===== src/rtl/echoChkPkg.sv =====
package echoChkPkg;
  typedef struct packed {
    logic shiftEn;
    logic flush;
    logic cmpEn;
    logic capturePos;
  } chkStrobe_t;
endpackage


===== src/rtl/echoChkPath.sv =====
module echoChkPath
  import echoChkPkg::*;
#(
  parameter int MAX_DELAY = 2,
  parameter int IDX_W = 4,
  parameter int SEL_W = 1
) (
  input  logic             clk,
  input  logic             rstN,
  input  chkStrobe_t       strobes,
  input  logic [SEL_W-1:0] delaySel,
  input  logic             txBit,
  input  logic [IDX_W-1:0] bitIdx,
  input  logic             echoBit,
  output logic             mismatch,
  output logic [IDX_W-1:0] errPos
);
  localparam int ENT_W = IDX_W + 1;

  logic [ENT_W-1:0] stage [MAX_DELAY];
  logic [ENT_W-1:0] tap;

  always_ff @(posedge clk or negedge rstN) begin
    if (!rstN) begin
      for (int k = 0; k < MAX_DELAY; k++) stage[k] <= '0;
    end else if (strobes.flush) begin
      for (int k = 0; k < MAX_DELAY; k++) stage[k] <= '0;
    end else if (strobes.shiftEn) begin
      stage[0] <= {txBit, bitIdx};
      for (int k = 1; k < MAX_DELAY; k++) stage[k] <= stage[k-1];
    end
  end

  always_comb begin
    tap = stage[MAX_DELAY-1];
    for (int k = 0; k < MAX_DELAY; k++)
      if (delaySel == SEL_W'(k)) tap = stage[k];
  end

  assign mismatch = strobes.cmpEn & (tap[ENT_W-1] ^ echoBit);

  always_ff @(posedge clk or negedge rstN) begin
    if (!rstN) errPos <= '0;
    else if (strobes.capturePos) errPos <= tap[IDX_W-1:0];
  end
endmodule


===== src/rtl/echoChkCtrl.sv =====
module echoChkCtrl
  import echoChkPkg::*;
#(
  parameter int MAX_DELAY = 2,
  parameter int SEL_W = 1
) (
  input  logic             clk,
  input  logic             rstN,
  input  logic             enable,
  input  logic             bitStrobe,
  input  logic             clearErr,
  input  logic [SEL_W-1:0] delaySel,
  input  logic             mismatch,
  output chkStrobe_t       strobes,
  output logic             errFlag,
  output logic             overrunFlag,
  output logic             errIrq
);
  localparam int CNT_W = $clog2(MAX_DELAY + 1);

  logic [CNT_W-1:0] fillCnt;
  logic [CNT_W-1:0] needFill;
  logic             newErr;

  assign needFill = CNT_W'(delaySel) + CNT_W'(1);
  assign newErr   = mismatch;

  always_comb begin
    strobes.shiftEn    = enable & bitStrobe;
    strobes.flush      = ~enable;
    strobes.cmpEn      = enable & bitStrobe & (fillCnt >= needFill);
    strobes.capturePos = mismatch & (~errFlag | clearErr);
  end

  always_ff @(posedge clk or negedge rstN) begin
    if (!rstN) fillCnt <= '0;
    else if (!enable) fillCnt <= '0;
    else if (bitStrobe && fillCnt != CNT_W'(MAX_DELAY)) fillCnt <= fillCnt + CNT_W'(1);
  end

  always_ff @(posedge clk or negedge rstN) begin
    if (!rstN) begin
      errFlag     <= 1'b0;
      overrunFlag <= 1'b0;
      errIrq      <= 1'b0;
    end else begin
      errIrq      <= newErr;
      errFlag     <= newErr | (errFlag & ~clearErr);
      overrunFlag <= ~clearErr & (overrunFlag | (newErr & errFlag));
    end
  end
endmodule


===== src/rtl/echoVerifier.sv =====
module echoVerifier
  import echoChkPkg::*;
#(
  parameter int MAX_DELAY = 2,
  parameter int IDX_W = 4,
  localparam int SEL_W = (MAX_DELAY > 1) ? $clog2(MAX_DELAY) : 1
) (
  input  logic             clk,
  input  logic             rstN,
  input  logic             enable,
  input  logic [SEL_W-1:0] delaySel,
  input  logic             clearErr,
  input  logic             bitStrobe,
  input  logic             txBit,
  input  logic [IDX_W-1:0] bitIdx,
  input  logic             echoBit,
  output logic             errFlag,
  output logic             overrunFlag,
  output logic             errIrq,
  output logic [IDX_W-1:0] errPos
);
  chkStrobe_t strobes;
  logic       mismatch;

  echoChkCtrl #(.MAX_DELAY(MAX_DELAY), .SEL_W(SEL_W)) uCtrl (
    .clk(clk), .rstN(rstN), .enable(enable), .bitStrobe(bitStrobe),
    .clearErr(clearErr), .delaySel(delaySel), .mismatch(mismatch),
    .strobes(strobes), .errFlag(errFlag), .overrunFlag(overrunFlag),
    .errIrq(errIrq)
  );

  echoChkPath #(.MAX_DELAY(MAX_DELAY), .IDX_W(IDX_W), .SEL_W(SEL_W)) uPath (
    .clk(clk), .rstN(rstN), .strobes(strobes), .delaySel(delaySel),
    .txBit(txBit), .bitIdx(bitIdx), .echoBit(echoBit),
    .mismatch(mismatch), .errPos(errPos)
  );
endmodule


===== config.mk =====
export PLATFORM = sky130hd
export DESIGN_NAME = echoVerifier
export DESIGN_NICKNAME = d
export VERILOG_FILES = /design/src/rtl/echoChkPkg.sv /design/src/rtl/echoChkPath.sv /design/src/rtl/echoChkCtrl.sv /design/src/rtl/echoVerifier.sv
export SDC_FILE = /design/constraint.sdc
export NUM_CORES = 1
export LEC_CHECK = 0
export BUFFER_PORTS_ARGS = -buffer_cell sky130_fd_sc_hd__buf_2
export CAP_MARGIN = 10
export CORE_UTILIZATION = 50
export DETAILED_ROUTE_END_ITERATION = 16
export PLACE_DENSITY = 0.82
export SYNTH_ARGS = -nofsm -noshare
export SYNTH_HDL_FRONTEND = slang
export SYNTH_HIERARCHICAL = 1
export SYNTH_SLANG_ARGS = --single-unit

===== constraint.sdc =====
create_clock -name clk -period 4.9 [get_ports clk]
set_input_delay 0.735 -clock clk [delete_from_list [all_inputs] [get_ports clk]]
set_output_delay 0.735 -clock clk [all_outputs]
set_load 0.01 [all_outputs]

=== After elaboration in Yosys (flattened, before gate mapping) ===
Index checks and enable logic that the tools add are counted.

* Register bits: 19
* Input bits: 12
* Output and inout port bits: 7
* Word-level logic and storage cells: 32

* Add/sub/neg operators: 2
* Order comparisons: 1
* Eq/ne operators: 3
* Mux-type cells: 5
* Bitwise operators: 13
* Reductions and logical operators: 1

{| class="wikitable"
|+ Operators with widths
! cell !! number
|-
| $mux W10 || 2
|-
| $and A1 B1 Y1 || 7
|-
| $mux W5 || 1
|-
| $mux W2 || 2
|-
| $ne A2 B1 Y1 const B || 2
|-
| $or A1 B1 Y1 || 3
|-
| $add A1 B1 Y2 const B || 1
|-
| $add A2 B1 Y2 const B || 1
|-
| $ge A2 B2 Y1 || 1
|-
| $ne A2 B2 Y1 const B || 1
|-
| $not A1 Y1 || 2
|-
| $logic_and A1 B1 Y1 || 1
|-
| $xor A1 B1 Y1 || 1
|}

=== Longest topological paths before layout ===
* Depth in word-level cells: 7
* Gate-level depth with buffers: 10
* Depth with buffers taken out: 9

=== By module ===
Netlist, hierarchy kept.

{| class="wikitable"
|+ Modules (own cells, without submodules)
! module !! instances !! cells an instance !! area each (um^2) !! seq. area each (um^2)
|-
| echoChkPath || 1 || 54 || 619.3 || 350.3
|-
| echoChkCtrl || 1 || 26 || 272.8 || 125.1
|}

=== Worst setup path before layout ===
OpenSTA, ideal clock, no wires.

* Path kind: in2reg
* From: in delaySel
* To: reg uPath.errPos[0]
* Setup time: 0.077 ns
* Arrival: 2.014 ns
* Data required time: 4.823 ns
* Slack: 2.809 ns
* Stages on the path: 10
* Buffers on the path: 1
* Path through: inv_1 > ha_1 > o211ai_1 > nor2_1 > nand2_1 > mux2i_1 > and2_1 > clkbuf_1 > nor2_1 > a21oi_1

{| class="wikitable"
|+ RTL lines
! item !! RTL line !! source
|-
| start, declared || echoVerifier.sv:11 || <nowiki>input logic [SEL_W-1:0] delaySel,</nowiki>
|-
| end signal, assigned || echoChkPath.sv:44 || <nowiki>else if (strobes.capturePos) errPos <= tap[IDX_W-1:0];</nowiki>
|-
| end, declared || echoChkPath.sv:16 || <nowiki>output logic [IDX_W-1:0] errPos</nowiki>
|}

==> impl_metrics.py <==
metrics = {
    "clock_network": {
        "clock-root-buffer": "clkbuf_4",
        "clk_pin_slew_worst_paths_ps": 100,
        "htree_levels": 1,
        "cts_tree": "yes",
        "post_cts_buffers": 0,
        "cts_made_buffers": 3,
        "cts_hold_buffers": 0,
        "clock-sinks": 19,
        "cts_buffer_depth": 2,
        "clk_latency_ps": 290,
        "postCtsResizedCells": 0,
    },
    "layout": {
        "diodes": 0,
        "finalNonFillerCells": 122,
        "design_area_um2": 1010,
        "fill_cells": 136,
        "drive_gt1_share_pct": 22.4,
        "final_util_pct": 63.5,
        "finalNetCount": 114,
        "syn_to_final_growth_pct": 13.5,
    },
    "worst_setup_path": {
        "r2r-end": "uPath/errPos[1]",
        "cp_max_fo": 8,
        "rr_worst_depth": 8,
        "r2r_setup_slack_ps": 3040,
        "r2r_start": "uCtrl/fillCnt[1]",
        "criticalPathCategory": "in -> reg",
        "cp.required_ps": 5110,
        "critical_path.endpoint_type": "flop",
        "cp.arrival_ps": 2390,
        "critPathLaunchType": "input port",
    },
    "drt": {
        "drc": 0,
        "vias_per_cell": 4.97,
        "ant_nets": 0,
        "drt_iter0_drc": 9,
        "wl_mm": 1.51,
        "routedWlPerCell_um": 12.4,
        "dr.pass1.iters": 5,
        "num_vias": 606,
    },
    "global_routing": {
        "grt_pass1_wl_mm": 2.79,
        "grt_pass1_vias": 640,
        "grt_max_degree": 20,
        "antenna_found_initial": 0,
        "grt-ovfl-total": 0,
        "grt_util_all_layers_pct": 20.0,
    },
    "logic_synthesis": {
        "ys_warn_count": 6,
        "syn_nets": 95,
        "synth_area_um2": 892,
        "syn_inst": 80,
        "syn_avg_cell_area_um2": 11.2,
        "yosysUniqueCellTypes": 18,
        "ys_seq_elements": 19,
        "ys_seq_area_share_pct": 53.3,
    },
    "timing": {
        "final_max_slew_viol_count": 0,
        "fin_crit_sh_pct": 44.3,
        "clock.fmax_mhz": 460,
        "fin_skew_ps": 2.96,
        "grt_setup_unrepaired": "false",
        "finalSetupTns_ps": 0,
        "worst_pin_slew_ps": 409,
        "finalHoldViolations": 0,
        "maxSlewHeadroom_pct": 72.7,
        "setup-violations-final": 0,
        "period_needed_ps": 2170,
    },
    "status": {
        "outcome": "complete, no violations",
    },
    "hold_path": {
        "min-delay-path-class": "in -> async",
    },
    "die": {
        "die_area_um2": 1960,
        "initial_core_util_pct": 56.0,
        "die_y_um": 44.2,
        "rows": 14,
        "die_w_um": 44.2,
        "core_um2": 1590,
        "boundaryPins": 19,
    },
    "placed_design": {
        "dpl_cell_area_um2": 986,
        "dpl.cell_count": 118,
        "hpwl_mm": 1.11,
        "globalplace.congestion": 0.718,
        "port_buffers": 18,
    },
    "power_and_ir_drop": {
        "ir_drop_mv": 0.207,
        "p_leak_nw": 0.526,
        "p_per_area_nw_per_um2": 329,
    },
    "flow_run": {
        "maxCapViolations": 0,
    },
}
==> layout make-up <==
| class | count | area, um^2 | share of cell area [%] |
|---|---|---|---|
| inverter | 3 | 11.3 | 1.11 |
| tap | 24 | 30.0 | 2.97 |
| clock buffer | 4 | 26.3 | 2.60 |
| sequential | 19 | 475 | 47.0 |
| multi-input combinational | 54 | 379 | 37.5 |
| timing repair buffer | 18 | 90.1 | 8.90 |
==> how the worst max path moves through the flow <==
stage                   from              end  depth (start not counted)
floorplan           delaySel  uPath/errPos[0]                         10
global placement    delaySel  uPath/errPos[3]                         10
detailed placement  delaySel  uPath/errPos[1]                         10
CTS                 delaySel  uPath/errPos[1]                         10
global route        delaySel  uPath/errPos[1]                         10
finish              delaySel  uPath/errPos[1]                         10
==> critical path, stage by stage <==
cell and delay [ps]:
buf_2 190, inv_1 90, ha_1 280, o211ai_1 90, nor2_1 130, nand2_1 70, mux2i_1 250, and2_1 320
nor2_1 80, a21oi_1 150
==> stage by stage <==
stage               hold slack, ps  setup slack, ps  total power [mW]
finish                         359             2730             0.333
global route                   377             2570             0.355
CTS                            368             2740             0.337
detailed placement             501             2480             0.261
global placement               476             2500             0.257
floorplan                      439             2810             0.231
==> power breakdown <==
group	switching (mW)	internal, mW
registers	0.0117	0.176
logic	0.0389	0.0310
clock network	0.0431	0.0317
==> registers in the layout (all words and copies together), names as in the netlist <==
signal / count
uCtrl/fillCnt: 2
uCtrl/errFlag: 1
uCtrl/overrunFlag: 1
uPath/stage: 10
uCtrl/errIrq: 1
uPath/errPos: 4
==> per-layer routing <==
layer  vias to the layer above  global-route usage, %  part of all wire (%)
li1                        303                      -                     -
met1                       287                   24.6                    47
met2                        14                   33.2                    48
met3                         2                   7.35                   4.5
met4                         0                   5.45                  0.60
met5                         -                      0                     0
==> placed cells by master, fill, tap and decap left out, drive strengths merged <==
| cell | n |
|---|---|
| a21oi | 5 |
| nor4bb | 1 |
| a31o | 1 |
| buf | 18 |
| o211ai | 1 |
| inv | 3 |
| mux2i | 17 |
| dfrtp | 19 |
| clkbuf | 4 |
| nor2 | 16 |
| nand2b | 5 |
| and2 | 2 |
| nand2 | 2 |
| nor3b | 1 |
| ha | 3 |
==> synthesized netlist by cell type (all sizes together) <==
cell / number / area, um^2
a21oi: 5 / 25.0
a31o: 1 / 8.76
and2: 2 / 13.8
buf: 3 / 22.5
clkbuf: 1 / 3.75
dfrtp: 19 / 475
ha: 3 / 37.5
inv: 3 / 11.3
mux2i: 17 / 170
nand2: 2 / 7.51
nand2b: 5 / 31.3
nor2: 16 / 60.1
nor3b: 1 / 7.51
nor4bb: 1 / 10.0
o211ai: 1 / 7.51
==> cells by family after synthesis <==
kind of cell	after synthesis	synth area share, %
buf+inv	7	4.21
simple gates	27	14.6
compound gates	7	4.63
mux	17	19.1
flops	19	53.3
fa+ha+maj	3	4.21
Power figures use the tool's default switching activity.
